**src/rtl/trap_pkg.sv**
```systemverilog
package trap_pkg;
    localparam int XLEN    = 32;
    localparam int CAUSE_W = 5;

    typedef enum logic [1:0] {
        LVL_USER  = 2'd0,
        LVL_SUPER = 2'd1,
        LVL_RSVD  = 2'd2,
        LVL_MACH  = 2'd3
    } lvl_e;

    localparam logic [CAUSE_W-1:0] CODE_ECALL_U = 5'd8;
    localparam logic [CAUSE_W-1:0] CODE_ECALL_S = 5'd9;
    localparam logic [CAUSE_W-1:0] CODE_ECALL_M = 5'd11;

    typedef struct packed {
        logic [1:0]      lvl;
        logic            m_ie;
        logic            m_pie;
        logic [1:0]      m_pp;
        logic            s_ie;
        logic            s_pie;
        logic            s_pp;
        logic [XLEN-1:0] m_cause;
        logic [XLEN-1:0] m_epc;
        logic [XLEN-1:0] m_tval;
        logic [XLEN-1:0] s_cause;
        logic [XLEN-1:0] s_epc;
        logic [XLEN-1:0] s_tval;
        logic [XLEN-1:0] handler;
        logic            jump;
        logic            drop_resv;
    } trap_state_t;
endpackage

```
**src/rtl/trap_cause_fix.sv**
```systemverilog
module trap_cause_fix
    import trap_pkg::*;
(
    input  logic               is_irq,
    input  logic [CAUSE_W-1:0] raw_code,
    input  logic [1:0]         from_lvl,
    output logic [CAUSE_W-1:0] eff_code,
    output logic               addr_kind
);
    always_comb begin
        eff_code = raw_code;
        if (!is_irq && raw_code == CODE_ECALL_U) begin
            unique case (from_lvl)
                LVL_SUPER: eff_code = CODE_ECALL_S;
                LVL_MACH:  eff_code = CODE_ECALL_M;
                default:   eff_code = CODE_ECALL_U;
            endcase
        end
    end

    always_comb begin
        addr_kind = 1'b0;
        if (!is_irq) begin
            unique case (raw_code)
                5'd0, 5'd1, 5'd4, 5'd5, 5'd6,
                5'd7, 5'd12, 5'd13, 5'd15: addr_kind = 1'b1;
                default:                   addr_kind = 1'b0;
            endcase
        end
    end
endmodule

```
**src/rtl/trap_route.sv**
```systemverilog
module trap_route
    import trap_pkg::*;
(
    input  logic               is_irq,
    input  logic [CAUSE_W-1:0] eff_code,
    input  logic [1:0]         from_lvl,
    input  logic [XLEN-1:0]    exc_mask,
    input  logic [XLEN-1:0]    irq_mask,
    output logic               go_super
);
    logic [XLEN-1:0] sel_mask;
    logic            low_lvl;

    always_comb begin
        sel_mask = is_irq ? irq_mask : exc_mask;
        low_lvl  = (from_lvl == LVL_USER) || (from_lvl == LVL_SUPER);
        go_super = low_lvl && sel_mask[eff_code];
    end
endmodule

```
**src/rtl/trap_vec.sv**
```systemverilog
module trap_vec
    import trap_pkg::*;
#(
    parameter bit VEC_EN = 1'b1
) (
    input  logic               is_irq,
    input  logic [CAUSE_W-1:0] eff_code,
    input  logic [XLEN-1:0]    base,
    output logic [XLEN-1:0]    target
);
    localparam int OFF_W = CAUSE_W + 2;

    logic [XLEN-1:0] aligned;
    assign aligned = {base[XLEN-1:2], 2'b00};

    generate
        if (VEC_EN) begin : g_vectored
            logic [OFF_W-1:0] offset;
            always_comb begin
                offset = '0;
                if (is_irq && base[1:0] == 2'b01)
                    offset = {eff_code, 2'b00};
                target = aligned + {{(XLEN-OFF_W){1'b0}}, offset};
            end
        end else begin : g_direct
            always_comb target = aligned;
        end
    endgenerate
endmodule

```
**src/rtl/trap_entry_unit.sv**
```systemverilog
module trap_entry_unit
    import trap_pkg::*;
#(
    parameter bit VEC_EN = 1'b1
) (
    input  logic               clk,
    input  logic               rst_n,
    input  logic               trap_i,
    input  logic               async_i,
    input  logic [CAUSE_W-1:0] cause_i,
    input  logic [XLEN-1:0]    tval_i,
    input  logic [XLEN-1:0]    pc_i,
    input  logic [1:0]         priv_i,
    input  logic               mie_i,
    input  logic               sie_i,
    input  logic [XLEN-1:0]    medeleg_i,
    input  logic [XLEN-1:0]    mideleg_i,
    input  logic [XLEN-1:0]    mtvec_i,
    input  logic [XLEN-1:0]    stvec_i,
    output logic [1:0]         priv_o,
    output logic               mie_o,
    output logic               mpie_o,
    output logic [1:0]         mpp_o,
    output logic               sie_o,
    output logic               spie_o,
    output logic               spp_o,
    output logic [XLEN-1:0]    mcause_o,
    output logic [XLEN-1:0]    mepc_o,
    output logic [XLEN-1:0]    mtval_o,
    output logic [XLEN-1:0]    scause_o,
    output logic [XLEN-1:0]    sepc_o,
    output logic [XLEN-1:0]    stval_o,
    output logic [XLEN-1:0]    handler_pc_o,
    output logic               redirect_o,
    output logic               resv_clr_o
);
    localparam int PAD_W = XLEN - 1 - CAUSE_W;

    trap_state_t st_d, st_q;

    logic [CAUSE_W-1:0] code_eff;
    logic               tval_keep;
    logic               to_super;
    logic [XLEN-1:0]    vec_base;
    logic [XLEN-1:0]    vec_target;
    logic [XLEN-1:0]    cause_word;
    logic [XLEN-1:0]    tval_word;

    trap_cause_fix u_fix (
        .is_irq    (async_i),
        .raw_code  (cause_i),
        .from_lvl  (priv_i),
        .eff_code  (code_eff),
        .addr_kind (tval_keep)
    );

    trap_route u_route (
        .is_irq   (async_i),
        .eff_code (code_eff),
        .from_lvl (priv_i),
        .exc_mask (medeleg_i),
        .irq_mask (mideleg_i),
        .go_super (to_super)
    );

    assign vec_base = to_super ? stvec_i : mtvec_i;

    trap_vec #(.VEC_EN(VEC_EN)) u_vec (
        .is_irq   (async_i),
        .eff_code (code_eff),
        .base     (vec_base),
        .target   (vec_target)
    );

    always_comb begin
        cause_word = {async_i, {PAD_W{1'b0}}, code_eff};
        tval_word  = tval_keep ? tval_i : '0;

        st_d           = st_q;
        st_d.jump      = 1'b0;
        st_d.drop_resv = 1'b0;
        if (trap_i) begin
            st_d.jump      = 1'b1;
            st_d.drop_resv = 1'b1;
            st_d.handler   = vec_target;
            if (to_super) begin
                st_d.lvl     = LVL_SUPER;
                st_d.s_pie   = sie_i;
                st_d.s_pp    = (priv_i == LVL_SUPER);
                st_d.s_ie    = 1'b0;
                st_d.m_ie    = mie_i;
                st_d.s_cause = cause_word;
                st_d.s_epc   = pc_i;
                st_d.s_tval  = tval_word;
            end else begin
                st_d.lvl     = LVL_MACH;
                st_d.m_pie   = mie_i;
                st_d.m_pp    = priv_i;
                st_d.m_ie    = 1'b0;
                st_d.s_ie    = sie_i;
                st_d.m_cause = cause_word;
                st_d.m_epc   = pc_i;
                st_d.m_tval  = tval_word;
            end
        end
    end

    always_ff @(posedge clk) begin
        if (!rst_n) begin
            st_q     <= '0;
            st_q.lvl <= LVL_MACH;
        end else begin
            st_q <= st_d;
        end
    end

    assign priv_o       = st_q.lvl;
    assign mie_o        = st_q.m_ie;
    assign mpie_o       = st_q.m_pie;
    assign mpp_o        = st_q.m_pp;
    assign sie_o        = st_q.s_ie;
    assign spie_o       = st_q.s_pie;
    assign spp_o        = st_q.s_pp;
    assign mcause_o     = st_q.m_cause;
    assign mepc_o       = st_q.m_epc;
    assign mtval_o      = st_q.m_tval;
    assign scause_o     = st_q.s_cause;
    assign sepc_o       = st_q.s_epc;
    assign stval_o      = st_q.s_tval;
    assign handler_pc_o = st_q.handler;
    assign redirect_o   = st_q.jump;
    assign resv_clr_o   = st_q.drop_resv;

    // a trap raised from machine level never lands lower
    p_mach_stays_r3: assert property (@(posedge clk) disable iff (!rst_n)
        trap_i && priv_i == 2'd3 |=> priv_o == 2'd3);

    // machine entry saves the old enable and level
    p_mach_save_r4: assert property (@(posedge clk) disable iff (!rst_n)
        trap_i && priv_i == 2'd3 |=> !mie_o && mpp_o == 2'd3 && mpie_o == $past(mie_i));

    // interrupt flag lands in the top bit of the cause
    p_cause_msb_r6: assert property (@(posedge clk) disable iff (!rst_n)
        trap_i && priv_i == 2'd3 |=> mcause_o[XLEN-1] == $past(async_i));

    // exception PC follows the trapped PC
    p_epc_r7: assert property (@(posedge clk) disable iff (!rst_n)
        trap_i && priv_i == 2'd3 |=> mepc_o == $past(pc_i));

    // interrupts never leave a trap value behind
    p_irq_tval_r8: assert property (@(posedge clk) disable iff (!rst_n)
        trap_i && async_i && priv_i == 2'd3 |=> mtval_o == '0);

    // pulses follow a strobe, idle cycles hold state
    p_pulse_r11: assert property (@(posedge clk) disable iff (!rst_n)
        trap_i |=> redirect_o && resv_clr_o);
    p_quiet_r11: assert property (@(posedge clk) disable iff (!rst_n)
        !trap_i |=> !redirect_o && $stable(mepc_o) && $stable(sepc_o) && $stable(priv_o));
endmodule

```
**config.mk**
```make
export PLATFORM = sky130hd
export DESIGN_NAME = trap_entry_unit
export DESIGN_NICKNAME = d
export VERILOG_FILES = /design/src/rtl/trap_pkg.sv /design/src/rtl/trap_cause_fix.sv /design/src/rtl/trap_route.sv /design/src/rtl/trap_vec.sv /design/src/rtl/trap_entry_unit.sv
export SDC_FILE = /design/constraint.sdc
export NUM_CORES = 1
export LEC_CHECK = 0
export ABC_CLOCK_PERIOD_IN_PS = 5100
export BUFFER_PORTS_ARGS = -buffer_cell sky130_fd_sc_hd__buf_2
export CAP_MARGIN = 5
export CORE_AREA = 2 2 173 175
export CTS_CLUSTER_DIAMETER = 60
export CTS_CLUSTER_SIZE = 30
export DETAILED_ROUTE_END_ITERATION = 8
export DIE_AREA = 0 0 175 177
export SLEW_MARGIN = 20
export SYNTH_ARGS = -nofsm -noshare
export SYNTH_HDL_FRONTEND = slang
export SYNTH_HIERARCHICAL = 1
export SYNTH_SLANG_ARGS = --single-unit
```
**constraint.sdc**
```tcl
create_clock -name clk -period 5.1 [get_ports clk]
set_clock_uncertainty 0.15 [all_clocks]
set_input_delay 1.02 -clock clk [delete_from_list [all_inputs] [get_ports clk]]
set_output_delay 1.02 -clock clk [all_outputs]
set_load 0.03 [all_outputs]
```
==> impl_metrics.tcl <==
set metrics [dict create \
    status "complete, no violations" \
    clkSlewWorstSetupHoldPaths_ns 0.07 \
    dp_slack_ns -0.242 \
    die-area_mm2 0.0310 \
    m1WireLength_mm 12.7 \
    tightest_slew_ns 0.946 \
    areaGrowthSynthToFinish_pct 32.0 \
    hold_viol 0 \
    yosys_register_bits 181 \
    worstHoldStart "spie_o" \
    synthesis.area_mm2 0.00923 \
    drc 0 \
    die_h_um 177 \
    fin_crit_sh 0.953 \
    cts.sinks 181 \
    synth_compound_area_frac 0.145 \
    initial_core_util 0.316 \
    setup_slack_ns 0.241 \
    multi_input_area_mm2 0.00493 \
    core_area_mm2 0.0292 \
    grt_pass1_vias 7968 \
    syn_area_per_cell_um2 9.01 \
    synth-edff-count 0 \
    start_kind "primary input" \
    die_x_um 175 \
    synth.mux.area_fraction 0.118 \
    synthAdderAreaFrac 0.00895 \
    reg2reg_from "sie_o" \
    synth_cells 1024 \
    setup.worst_path.start "async_i" \
    wl_per_cell_um 16.4 \
    grt_start_max_net_pins 103 \
    dp_hpwl_mm 21.6 \
    fmax_mhz 206 \
    ys_seq_area_frac 0.393 \
    wl_met3_mm 1.57 \
    rows 63 \
    h-tree-depth 4 \
    slew_viol_final 0 \
    num_vias 8401 \
    grt-ovfl-total 0 \
    max-cap-violations 0 \
    antenna_found_initial 2 \
    critPathCaptureType "flop" \
    finalSetupViolations 0 \
    wl_mm 29.5 \
    clock_path_buffers 2 \
    final_util 0.416 \
    layout-drive-gt1-share 0.389 \
    fin_area_mm2 0.0122 \
    vias_per_cell 4.66 \
    drtPass1Iterations 4 \
    cts-root-buf "clkbuf_16" \
    groute.usage.overall 0.182 \
    total_leakage_power_nw 5.53 \
    synthSimpleGateAreaFrac 0.204 \
    nets 1611 \
    placed_area_mm2 0.0115 \
    path_max_fanout 13 \
    hp-class "reg2reg" \
    cp.required_ns 5.30 \
    grt_pass1_wl_mm 44.1 \
    clk_latency_ns 0.43 \
    drt_first_iter_violations 466 \
    cp.arrival_ns 5.06 \
    irDropWorstVdd_v 0.000192 \
    yosysUniqueCellTypes 54 \
    regArea_mm2 0.00362 \
    synth-xor-area-share 0.0256 \
    async_reset_ff_frac 0 \
    ys.flop_type "dfxtp_1" \
    top_layer "met4" \
    slew_headroom 0.369 \
    yosysWarnings 6 \
    finalCriticalPeriod_ns 4.86 \
    powerDensity_mw_per_mm2 302 \
    synth_top_family_by_area "simple AND/OR/NAND/NOR gates" \
    gp_congestion 0.893 \
    fillers 3028 \
    wl_met2_mm 14.2 \
    cts_tree "done" \
    io_buffers 386 \
    path_class "in2reg" \
    cts_made_buffers 17 \
    detail-route-antenna-nets 0 \
    io_pins 440 \
]
[cell families after synthesis]
kind of cell / Yosys count
and+or+nand+nor: 396
AOI/OAI and AO/OA: 180
buffers and inverters: 147
other: 3
adders and majority gates: 6
muxes: 84
DFF: 181
xor gates and xnor gates: 27
[power breakdown]
| part | total [W] | internal [W] | switching (W) |
|---|---|---|---|
| logic | 0.000819 | 0.000313 | 0.000506 |
| clock network | 0.00136 | 0.000676 | 0.000680 |
| registers | 0.00151 | 0.00148 | 0.0000301 |
[through the flow]
step                instances  power (W)  hold slack (ns)  TNS (ns)
global route             1804    0.00385            0.316   -0.0253
finish                   1804    0.00368            0.300         0
floorplan                1076    0.00210            0.429         0
global placement         1767    0.00235            0.288     -1.05
CTS                      1799    0.00372            0.303         0
detailed placement       1767    0.00236            0.292     -3.37
[area by class of cell]
class	instances	share of cell area
multi-input cells	748	0.404
flip-flops and latches	181	0.298
repair buffers	441	0.205
well taps	390	0.0401
clock buffers	18	0.0361
clock inverters	14	0.0129
inverters	11	0.00339
diodes	1	0.000205
[cell usage after synthesis (2+ instances only)]
cell type,n,area share
a21boi_0,4,0.0033
a21boi_1,142,0.12
a21oi_1,4,0.0022
a31oi_1,2,0.0014
and2_1,7,0.0047
and3_1,5,0.0034
and4_1,3,0.0028
and4bb_2,2,0.0027
buf_1,4,0.0016
buf_2,24,0.013
buf_4,69,0.056
buf_6,12,0.015
buf_8,2,0.0033
clkbuf_1,24,0.0098
conb_1,3,0.0012
dfxtp_1,181,0.39
ha_1,5,0.0068
inv_1,11,0.0045
mux2_2,32,0.039
mux2i_1,36,0.039
mux4_1,2,0.0057
mux4_2,14,0.034
nand2_1,237,0.096
nand2b_1,3,0.0020
nand3_1,61,0.033
nand3_2,9,0.0098
nand3b_1,2,0.0016
nand4_1,9,0.0061
nand4b_1,3,0.0028
nor2_1,11,0.0045
nor2b_1,36,0.024
o2111ai_1,4,0.0038
o211ai_1,8,0.0065
o21ai_0,6,0.0033
o21bai_1,2,0.0016
o22ai_1,2,0.0014
xnor2_1,25,0.024
xor2_1,2,0.0019
[placed cells by master (no fill, tap or decap), types with 7 or more instances in the layout]
master     count
a21boi_1     142
and2_1         7
buf_12        12
buf_2        385
buf_4         43
clkbuf_16     17
conb_1        55
dfxtp_1      181
inv_1         11
mux2_2        30
mux2i_1       36
mux4_2        15
nand2_1      237
nand3_1       60
nand3_2       10
nand4_1        9
nor2_1         9
nor2b_1       34
o211ai_1       8
xnor2_1       25
[worst max-delay path, cell delays in order]
cell and delay (ns):
buf_2 0.13, nor2_2 0.12, nand3_2 0.11, o21bai_4 0.17, buf_12 0.12, buf_4 0.14, mux4_2 0.49, mux2i_1 0.16
o22ai_1 0.11, a21oi_2 0.16, o41ai_4 0.13, mux2_4 0.21, nand2_1 0.09, nor2_4 0.17, and2_1 0.15, ha_2 0.17
inv_1 0.05, fa_2 0.35, nor2b_2 0.14, o31a_1 0.18, buf_12 0.15, o211ai_1 0.10, xnor2_1 0.20, mux2i_1 0.10
nor2b_1 0.14
[final timing paths]
check	endpoint	slack, ns	depth (start not counted)
max reg2reg	sie_o	4.26	3
min	spie_o	0.30	2
max	handler_pc_o[20]	0.24	25
min reg2reg	spie_o	0.30	2
[per-layer routing]
metal  track usage  vias up
li1              -     4112
met5             0        -
met4        0.0792        0
met3        0.0369       52
met2         0.307      313
met1         0.225     3924
[what timing repair did]
action,CTS,global route
hold buffers,0,0
setup endpoints to repair,0,15
buffers inserted,0,4
hold endpoints to repair,0,0
gates resized for setup,0,14
[sequential cells by signal, summed over array words and instances (netlist names), 2 cells and up]
| signal | count |
|---|---|
| scause_o | 6 |
| stval_o | 32 |
| sepc_o | 32 |
| handler_pc_o | 32 |
| mcause_o | 6 |
| mepc_o | 32 |
| mtval_o | 32 |
| mpp_o | 2 |
(Power assumes the default switching activity.)
